### config.mk
export PLATFORM = sky130hd
export DESIGN_NAME = spi_frame_engine
export DESIGN_NICKNAME = d
export VERILOG_FILES = /design/src/rtl/spi_frame_pkg.sv /design/src/rtl/sfe_bit_shifter.sv /design/src/rtl/sfe_word_buf.sv /design/src/rtl/sfe_sequencer.sv /design/src/rtl/spi_frame_engine.sv
export SDC_FILE = /design/constraint.sdc
export NUM_CORES = 1
export LEC_CHECK = 0
export ABC_AREA = 1
export BUFFER_PORTS_ARGS = -buffer_cell sky130_fd_sc_hd__buf_2
export CAP_MARGIN = 20
export CORE_AREA = 4 4 156 158
export CTS_CLUSTER_DIAMETER = 50
export CTS_CLUSTER_SIZE = 30
export DETAILED_ROUTE_END_ITERATION = 8
export DIE_AREA = 0 0 160 162
export GPL_ROUTABILITY_DRIVEN = 0
export GPL_TIMING_DRIVEN = 0
export PLACE_DENSITY = 0.62
export SYNTH_ARGS = -nofsm -noshare
export SYNTH_HDL_FRONTEND = slang
export SYNTH_HIERARCHICAL = 1
export SYNTH_SLANG_ARGS = --single-unit
### constraint.sdc
create_clock -name clk -period 4.8 [get_ports clk]
set_clock_uncertainty 0.05 [all_clocks]
set_input_delay 0.24 -clock clk [delete_from_list [all_inputs] [get_ports clk]]
set_output_delay 0.24 -clock clk [all_outputs]
set_load 0.005 [all_outputs]
### src/rtl/spi_frame_pkg.sv
package spi_frame_pkg;

  typedef enum logic [1:0] {
    KIND_HALF  = 2'd0,
    KIND_WORD  = 2'd1,
    KIND_BURST = 2'd2
  } xfer_kind_e;

  typedef enum logic [3:0] {
    ST_IDLE,
    ST_HDR,
    ST_GAP,
    ST_FILL,
    ST_TXD,
    ST_RXD,
    ST_DRAIN,
    ST_TAIL,
    ST_FIN
  } frame_state_e;

  localparam int HDR_BYTES = 5;
  localparam int GAP_BYTES = 4;

  function automatic logic [3:0] word_bytes(input logic [1:0] k);
    case (k)
      KIND_HALF: word_bytes = 4'd2;
      KIND_WORD: word_bytes = 4'd4;
      default:   word_bytes = 4'd8;
    endcase
  endfunction

endpackage

### src/rtl/sfe_bit_shifter.sv
module sfe_bit_shifter #(
  parameter int DIV_HALF = 9
) (
  input  logic       clk,
  input  logic       rst_n,
  input  logic       go,
  input  logic [7:0] tx_byte,
  input  logic       miso,
  output logic       sclk,
  output logic       mosi,
  output logic [7:0] rx_byte,
  output logic       byte_done
);
  localparam int CW = (DIV_HALF > 2) ? $clog2(DIV_HALF) : 1;
  localparam logic [CW-1:0] DIV_LAST = CW'(DIV_HALF - 1);

  logic          active_q, active_d;
  logic          sclk_q, sclk_d;
  logic [CW-1:0] div_q, div_d;
  logic [2:0]    bit_q, bit_d;
  logic [7:0]    tx_q, tx_d;
  logic [7:0]    rx_q, rx_d;
  logic          done_q, done_d;

  always_comb begin
    active_d = active_q;
    sclk_d   = sclk_q;
    div_d    = div_q;
    bit_d    = bit_q;
    tx_d     = tx_q;
    rx_d     = rx_q;
    done_d   = 1'b0;
    if (go && !active_q) begin
      active_d = 1'b1;
      tx_d     = tx_byte;
      div_d    = '0;
      bit_d    = 3'd0;
      sclk_d   = 1'b0;
    end else if (active_q) begin
      if (div_q == DIV_LAST) begin
        div_d = '0;
        if (!sclk_q) begin
          sclk_d = 1'b1;
          rx_d   = {rx_q[6:0], miso};
        end else begin
          sclk_d = 1'b0;
          if (bit_q == 3'd7) begin
            active_d = 1'b0;
            done_d   = 1'b1;
          end else begin
            bit_d = bit_q + 3'd1;
            tx_d  = {tx_q[6:0], 1'b0};
          end
        end
      end else begin
        div_d = div_q + CW'(1);
      end
    end
  end

  always_ff @(posedge clk or negedge rst_n) begin
    if (!rst_n) begin
      active_q <= 1'b0;
      sclk_q   <= 1'b0;
      div_q    <= '0;
      bit_q    <= 3'd0;
      tx_q     <= 8'h00;
      rx_q     <= 8'h00;
      done_q   <= 1'b0;
    end else begin
      active_q <= active_d;
      sclk_q   <= sclk_d;
      div_q    <= div_d;
      bit_q    <= bit_d;
      tx_q     <= tx_d;
      rx_q     <= rx_d;
      done_q   <= done_d;
    end
  end

  assign sclk      = sclk_q;
  assign mosi      = active_q & tx_q[7];
  assign rx_byte   = rx_q;
  assign byte_done = done_q;

  // data line must already be settled when the target samples it
  a_r8_mosi_stable_on_rise: assert property (@(posedge clk) disable iff (!rst_n)
    $rose(sclk_q) |-> $stable(mosi));

endmodule

### src/rtl/sfe_word_buf.sv
module sfe_word_buf (
  input  logic       clk,
  input  logic       rst_n,
  input  logic       we,
  input  logic [2:0] wr_idx,
  input  logic [7:0] wr_byte,
  input  logic [3:0] wsize,
  input  logic [2:0] rd_idx,
  output logic [7:0] rd_byte
);
  logic [7:0] mem_q [8];
  logic [3:0] mirror;

  for (genvar g = 0; g < 8; g++) begin : g_lane
    always_ff @(posedge clk or negedge rst_n) begin
      if (!rst_n) begin
        mem_q[g] <= 8'h00;
      end else if (we && (wr_idx == 3'(g))) begin
        mem_q[g] <= wr_byte;
      end
    end
  end

  // reversed view: position i of the word maps to lane W-1-i
  assign mirror  = wsize - 4'd1 - {1'b0, rd_idx};
  assign rd_byte = mem_q[mirror[2:0]];

endmodule

### src/rtl/sfe_sequencer.sv
module sfe_sequencer
  import spi_frame_pkg::*;
#(
  parameter int LEN_W     = 8,
  parameter int MAX_BURST = 240
) (
  input  logic             clk,
  input  logic             rst_n,
  input  logic             start,
  input  logic             rd_mode,
  input  logic [1:0]       kind,
  input  logic [31:0]      addr,
  input  logic [LEN_W-1:0] len,
  input  logic [LEN_W-1:0] src_cnt,
  output logic             busy,
  output logic             done,
  output logic             cs_n,
  input  logic [7:0]       wr_data,
  input  logic             wr_valid,
  output logic             wr_ready,
  output logic [7:0]       rd_data,
  output logic             rd_valid,
  output logic             sh_go,
  output logic [7:0]       sh_tx,
  input  logic             sh_done,
  input  logic [7:0]       sh_rx,
  output logic             buf_we,
  output logic [2:0]       buf_widx,
  output logic [7:0]       buf_wbyte,
  output logic [3:0]       buf_wsize,
  output logic [2:0]       buf_ridx,
  input  logic [7:0]       buf_rbyte
);
  frame_state_e     st_q, st_d;
  logic [31:0]      addr_q, addr_d;
  logic [LEN_W-1:0] len_q, len_d;
  logic [LEN_W-1:0] src_q, src_d;
  logic             rd_q, rd_d;
  logic [1:0]       kind_q, kind_d;
  logic [2:0]       idx_q, idx_d;
  logic [3:0]       wp_q, wp_d;
  logic [LEN_W:0]   off_q, off_d;
  logic             lau_q, lau_d;

  logic [3:0]       wsize;
  logic [LEN_W:0]   off_next;
  logic [LEN_W:0]   mem_pos;
  logic [7:0]       hdr_byte;

  assign wsize    = word_bytes(kind_q);
  assign off_next = off_q + (LEN_W+1)'(wsize);
  assign mem_pos  = off_q + (LEN_W+1)'(wp_q);

  always_comb begin
    case (idx_q)
      3'd0:    hdr_byte = {5'b0, kind_q, ~rd_q};
      3'd1:    hdr_byte = addr_q[31:24];
      3'd2:    hdr_byte = addr_q[23:16];
      3'd3:    hdr_byte = addr_q[15:8];
      default: hdr_byte = addr_q[7:0];
    endcase
  end

  always_comb begin
    st_d      = st_q;
    addr_d    = addr_q;
    len_d     = len_q;
    src_d     = src_q;
    rd_d      = rd_q;
    kind_d    = kind_q;
    idx_d     = idx_q;
    wp_d      = wp_q;
    off_d     = off_q;
    lau_d     = lau_q;
    sh_go     = 1'b0;
    sh_tx     = 8'h00;
    buf_we    = 1'b0;
    buf_widx  = wp_q[2:0];
    buf_wbyte = 8'h00;
    buf_ridx  = wp_q[2:0];
    wr_ready  = 1'b0;
    rd_valid  = 1'b0;
    done      = 1'b0;
    case (st_q)
      ST_IDLE: begin
        if (start) begin
          addr_d = addr;
          len_d  = len;
          src_d  = src_cnt;
          rd_d   = rd_mode;
          kind_d = kind;
          idx_d  = 3'd0;
          wp_d   = 4'd0;
          off_d  = '0;
          lau_d  = 1'b0;
          st_d   = ST_HDR;
        end
      end
      ST_HDR: begin
        sh_tx = hdr_byte;
        if (!lau_q) begin
          sh_go = 1'b1;
          lau_d = 1'b1;
        end else if (sh_done) begin
          lau_d = 1'b0;
          if (idx_q == 3'(HDR_BYTES - 1)) begin
            idx_d = 3'd0;
            st_d  = rd_q ? ST_GAP : ST_FILL;
          end else begin
            idx_d = idx_q + 3'd1;
          end
        end
      end
      ST_GAP: begin
        if (!lau_q) begin
          sh_go = 1'b1;
          lau_d = 1'b1;
        end else if (sh_done) begin
          lau_d = 1'b0;
          if (idx_q == 3'(GAP_BYTES - 1)) begin
            idx_d = 3'd0;
            st_d  = ST_RXD;
          end else begin
            idx_d = idx_q + 3'd1;
          end
        end
      end
      ST_FILL: begin
        if (wp_q == wsize) begin
          wp_d = 4'd0;
          st_d = ST_TXD;
        end else if (mem_pos < (LEN_W+1)'(src_q)) begin
          wr_ready = 1'b1;
          if (wr_valid) begin
            buf_we    = 1'b1;
            buf_wbyte = wr_data;
            wp_d      = wp_q + 4'd1;
          end
        end else begin
          buf_we = 1'b1;
          wp_d   = wp_q + 4'd1;
        end
      end
      ST_TXD: begin
        sh_tx = buf_rbyte;
        if (!lau_q) begin
          sh_go = 1'b1;
          lau_d = 1'b1;
        end else if (sh_done) begin
          lau_d = 1'b0;
          if (wp_q == wsize - 4'd1) begin
            wp_d  = 4'd0;
            off_d = off_next;
            st_d  = (off_next == (LEN_W+1)'(len_q)) ? ST_TAIL : ST_FILL;
          end else begin
            wp_d = wp_q + 4'd1;
          end
        end
      end
      ST_RXD: begin
        if (!lau_q) begin
          sh_go = 1'b1;
          lau_d = 1'b1;
        end else if (sh_done) begin
          lau_d     = 1'b0;
          buf_we    = 1'b1;
          buf_wbyte = sh_rx;
          if (wp_q == wsize - 4'd1) begin
            wp_d = 4'd0;
            st_d = ST_DRAIN;
          end else begin
            wp_d = wp_q + 4'd1;
          end
        end
      end
      ST_DRAIN: begin
        rd_valid = 1'b1;
        if (wp_q == wsize - 4'd1) begin
          wp_d  = 4'd0;
          off_d = off_next;
          st_d  = (off_next == (LEN_W+1)'(len_q)) ? ST_FIN : ST_RXD;
        end else begin
          wp_d = wp_q + 4'd1;
        end
      end
      ST_TAIL: begin
        if (!lau_q) begin
          sh_go = 1'b1;
          lau_d = 1'b1;
        end else if (sh_done) begin
          lau_d = 1'b0;
          st_d  = ST_FIN;
        end
      end
      ST_FIN: begin
        done = 1'b1;
        st_d = ST_IDLE;
      end
      default: st_d = ST_IDLE;
    endcase
  end

  always_ff @(posedge clk or negedge rst_n) begin
    if (!rst_n) begin
      st_q   <= ST_IDLE;
      addr_q <= 32'h0;
      len_q  <= '0;
      src_q  <= '0;
      rd_q   <= 1'b0;
      kind_q <= 2'd0;
      idx_q  <= 3'd0;
      wp_q   <= 4'd0;
      off_q  <= '0;
      lau_q  <= 1'b0;
    end else begin
      st_q   <= st_d;
      addr_q <= addr_d;
      len_q  <= len_d;
      src_q  <= src_d;
      rd_q   <= rd_d;
      kind_q <= kind_d;
      idx_q  <= idx_d;
      wp_q   <= wp_d;
      off_q  <= off_d;
      lau_q  <= lau_d;
    end
  end

  assign busy      = (st_q != ST_IDLE);
  assign cs_n      = (st_q == ST_IDLE) || (st_q == ST_FIN);
  assign rd_data   = buf_rbyte;
  assign buf_wsize = wsize;

  // caller must present a length that fits the chosen kind
  a_r12_len_fits_kind: assert property (@(posedge clk) disable iff (!rst_n)
    (start && !busy) |->
      ((kind == 2'd0 && len == LEN_W'(2)) ||
       (kind == 2'd1 && len == LEN_W'(4)) ||
       (kind == 2'd2 && len != '0 && len[2:0] == 3'b000 && len <= LEN_W'(MAX_BURST))));

  // end-of-frame strobe lasts one cycle
  a_r10_done_single: assert property (@(posedge clk) disable iff (!rst_n)
    done |=> !done);

  // a busy engine keeps its latched target address
  a_r11_addr_held: assert property (@(posedge clk) disable iff (!rst_n)
    (busy && $past(busy)) |-> $stable(addr_q));

endmodule

### src/rtl/spi_frame_engine.sv
module spi_frame_engine #(
  parameter int CLK_HZ    = 100_000_000,
  parameter int SCLK_HZ   = 6_000_000,
  parameter int MAX_BURST = 240,
  localparam int LEN_W    = $clog2(MAX_BURST + 1),
  localparam int DIV_HALF = (CLK_HZ + 2*SCLK_HZ - 1) / (2*SCLK_HZ)
) (
  input  logic             clk,
  input  logic             rst_n,
  input  logic             start,
  input  logic             rd_mode,
  input  logic [1:0]       kind,
  input  logic [31:0]      addr,
  input  logic [LEN_W-1:0] len,
  input  logic [LEN_W-1:0] src_cnt,
  output logic             busy,
  output logic             done,
  input  logic [7:0]       wr_data,
  input  logic             wr_valid,
  output logic             wr_ready,
  output logic [7:0]       rd_data,
  output logic             rd_valid,
  output logic             spi_sclk,
  output logic             spi_mosi,
  input  logic             spi_miso,
  output logic             spi_cs_n
);
  logic       sh_go, sh_done;
  logic [7:0] sh_tx, sh_rx;
  logic       buf_we;
  logic [2:0] buf_widx, buf_ridx;
  logic [7:0] buf_wbyte, buf_rbyte;
  logic [3:0] buf_wsize;

  sfe_sequencer #(.LEN_W(LEN_W), .MAX_BURST(MAX_BURST)) u_seq (
    .clk(clk), .rst_n(rst_n), .start(start), .rd_mode(rd_mode), .kind(kind),
    .addr(addr), .len(len), .src_cnt(src_cnt), .busy(busy), .done(done),
    .cs_n(spi_cs_n), .wr_data(wr_data), .wr_valid(wr_valid), .wr_ready(wr_ready),
    .rd_data(rd_data), .rd_valid(rd_valid), .sh_go(sh_go), .sh_tx(sh_tx),
    .sh_done(sh_done), .sh_rx(sh_rx), .buf_we(buf_we), .buf_widx(buf_widx),
    .buf_wbyte(buf_wbyte), .buf_wsize(buf_wsize), .buf_ridx(buf_ridx),
    .buf_rbyte(buf_rbyte)
  );

  sfe_bit_shifter #(.DIV_HALF(DIV_HALF)) u_shift (
    .clk(clk), .rst_n(rst_n), .go(sh_go), .tx_byte(sh_tx), .miso(spi_miso),
    .sclk(spi_sclk), .mosi(spi_mosi), .rx_byte(sh_rx), .byte_done(sh_done)
  );

  sfe_word_buf u_buf (
    .clk(clk), .rst_n(rst_n), .we(buf_we), .wr_idx(buf_widx), .wr_byte(buf_wbyte),
    .wsize(buf_wsize), .rd_idx(buf_ridx), .rd_byte(buf_rbyte)
  );

  // serial clock is parked low whenever the target is deselected
  a_r10_sclk_low_deselected: assert property (@(posedge clk) disable iff (!rst_n)
    spi_cs_n |-> !spi_sclk);

  // the write stream is only handshaken mid-frame
  a_r7_ready_inside_frame: assert property (@(posedge clk) disable iff (!rst_n)
    wr_ready |-> (!spi_cs_n && !rd_valid));

endmodule

==> reports/qor.yml <==
critical_path:
  r2r_start: "u_seq/wp_q[2]$_DFFE_PN0P_"
  worstSetupStartpointType: "register"
  cp.required_ns: 5.03
  r2r_cells: 20
  crit_path_start: "u_seq/wp_q[2]$_DFFE_PN0P_"
  end_kind: "register"
  cp_max_fo: 10
  arrival_ns: 3.88
  setup.worst_path.class: "reg2reg"
logic_synthesis:
  synth_top_family_by_area: "simple AND/OR/NAND/NOR gates"
  ys_ff_latch: 161
  ys_seq_area_frac: 0.444
  synth_top_area_share: 0.444
  synth.area.mux_share: 0.0347
  ys.warnings.count: 6
  synth-xor-area-share: 0.0125
  synth_flop_cell: "dfrtp_1"
  synth_fa_ha_area_frac: 0.0430
  synthesis.instances: 1165
  synth.distinct_cells: 41
  ys_top_cells_by_area: "dfrtp_1 44%, nand2_1 14%, inv_1 6.6%"
  synth_area_per_cell_um2: 7.80
  synthArstFlopShare: 1.00
  synth_compound_area_frac: 0.0992
  yosysTopAreaCell: "dfrtp_1"
  synth_simple_gate_area_frac: 0.261
  synth_edf_count: 0
  syn_area_um2: 9080
  synth_nets: 1259
outcome:
  status: "finished, final reports clean"
timing:
  worst_pin_slew_ns: 0.690
  fin_crit_sh: 0.759
  fin_crit_ns: 3.64
  hold_violations: 0
  rsz0062_at_grt: "false"
  slew_headroom: 0.539
  fmax_mhz: 274
  setup-violations-final: 0
  slew_violations: 0
  setup_tns_ns: 0
global_route:
  overflow: 0
  grt_pass1_vias: 7712
  grt_pass1_wl_um: 38900
  track_usage: 0.186
  grt_max_degree: 113
  antenna_found_initial: 0
floorplan:
  boundaryPins: 79
  die_w_um: 160
  die_h_um: 162
  core_um2: 23100
  die_area_um2: 25900
  start_util: 0.393
  rows: 56
finish:
  final_area_um2: 10700
  num_antenna_cells: 0
  final_cells: 1586
  num-fill-cells: 2321
  nNetsFinal: 1380
  area_growth_pct: 17.8
  final_util: 0.463
  layout-drive-gt1-share: 0.170
power_and_ir_drop:
  leakage_nw: 5.57
  peakVddDrop_uv: 191
  powerDensity_nw_per_um2: 271
cts:
  clkTransAtPathRegs_ns: 0.06
  clock_latency_ns: 0.42
  numCtsBuffers: 17
  clockRootBuffer: "clkbuf_16"
  htreeDepth: 4
  cts_resized: 0
  post_cts_buffers: 0
  clockBufferDepth: 2
  cts_tree: "done"
  clock-sinks: 161
route:
  first_iter_violations: 544
  route.detailed.drc: 0
  dr.pass1.iters: 5
  routed_via_density: 4.92
  wl_per_cell_um: 14.8
  vias: 7801
  antenna_left: 0
  finalWirelength_um: 23500
place:
  dpl-instance-area_um2: 9870
  dp_cells: 1533
  io_buffer_count: 77
  hpwl_um: 17300
run:
  timing.max_cap.violations: 0
worst_hold_path:
  worstHoldPathType: "in2reg"
  min_from: "addr[17]"
  hold_depth: 2
where the power goes:
| part | switching [mW] | internal [mW] | total (mW) |
|---|---|---|---|
| Combinational | 0.0855 | 0.0610 | 0.146 |
| Clock | 0.544 | 0.858 | 1.40 |
| Sequential | 0 | 1.36 | 1.36 |
cell usage after synthesis (all sizes together) (2+ instances only):
| cell type | n |
|---|---|
| a21oi | 38 |
| o21ai | 93 |
| nor2 | 68 |
| o22ai | 7 |
| mux2 | 28 |
| a221oi | 4 |
| nand4 | 6 |
| nor3 | 6 |
| fa | 2 |
| dfrtp | 161 |
| ha | 28 |
| xor2 | 8 |
| xnor2 | 5 |
| clkbuf | 6 |
| nand3 | 114 |
| buf | 44 |
| inv | 170 |
| nand2 | 354 |
| a22o | 13 |
| nand3b | 2 |
logic make-up (layout without fill, tap and decap cells):
logic type / after synthesis / count (layout)
buf+inv: 221 / 352
other cells: 1 / 1
fa+ha+maj: 30 / 30
simple gates: 550 / 550
xor+xnor: 13 / 13
flops: 161 / 161
compound gates: 161 / 161
mux: 28 / 28
critical path, stage by stage, from the launching register on:
cell and delay, ns:
dfrtp_1 0.43, ha_1 0.36, a21o_1 0.22, xnor2_1 0.23
inv_1 0.07, ha_1 0.27, nand2_1 0.08, inv_1 0.04
nand4_1 0.06, nand2_1 0.05, o21bai_1 0.11, nand2_1 0.08
nand2_1 0.15, nand2_2 0.10, o21ai_0 0.21, nand2_1 0.09
nand2_1 0.15, inv_1 0.09, nand2_1 0.28, buf_2 0.28
o21ai_0 0.10
sequential cells by signal (all words and copies together) (netlist names), 8 cells and up:
name             cells
u_buf/mem_q         64
u_seq/off_q          8
u_seq/addr_q        32
u_seq/len_q          8
u_shift/rx_byte      8
u_shift/tx_q         8
u_seq/src_q          8
what timing repair did:
item | 4_1_cts | 5_1_grt
endpoints found under the setup margin | 0 | 0
endpoints found under the hold margin | 71 | 1
hold buffers | 23 | 1
final timing paths:
path	end	slack [ns]
min in group asynchronous	u_seq/addr_q[11]$_DFFE_PN0P_	0.27
setup / recovery	u_buf/mem_q[28]$_DFFE_PN0P_	1.16
setup reg to reg	u_buf/mem_q[28]$_DFFE_PN0P_	1.16
hold reg to reg	u_shift/rx_byte[7]$_DFFE_PN0P_	0.42
hold / removal	u_seq/addr_q[17]$_DFFE_PN0P_	0.02
max in group asynchronous	u_buf/mem_q[39]$_DFFE_PN0P_	3.55
cell usage in the layout (no fill, tap or decap), types with 28 or more instances in the layout:
cell,n
nand2_1,344
dfrtp_1,161
inv_1,160
nand3_1,113
buf_2,98
o21ai_0,83
nor2_1,55
a21oi_1,37
ha_1,28
mux2_2,28
routing by layer:
metal,share of wire,track usage,vias up
met4,0.014,0.0458,0
met1,0.46,0.251,3688
met2,0.48,0.311,156
met5,0,0,-
met3,0.045,0.0350,17
li1,-,-,3940
final cells by class:
cell class,count,area [um2],area share
multi-input combinational,783,4090,0.382
sequential,161,4030,0.376
timing repair buffer,102,663,0.0620
inverter,171,642,0.0600
clock buffer,17,425,0.0397
tap,290,363,0.0339
buffer,50,320,0.0299
clock inverter,12,169,0.0158
metrics by stage:
stage	hold WS (ns)	worst slack [ns]	power [mW]
after floorplan	-0.106	1.92	1.43
after global placement	0.408	0.824	1.51
after detailed placement	0.131	1.20	1.52
after CTS	0.000325	1.18	2.94
after global routing	0.00449	0.886	3.02
final	0.0160	1.16	2.91
Note: power is estimated with default switching activity, not from simulation.
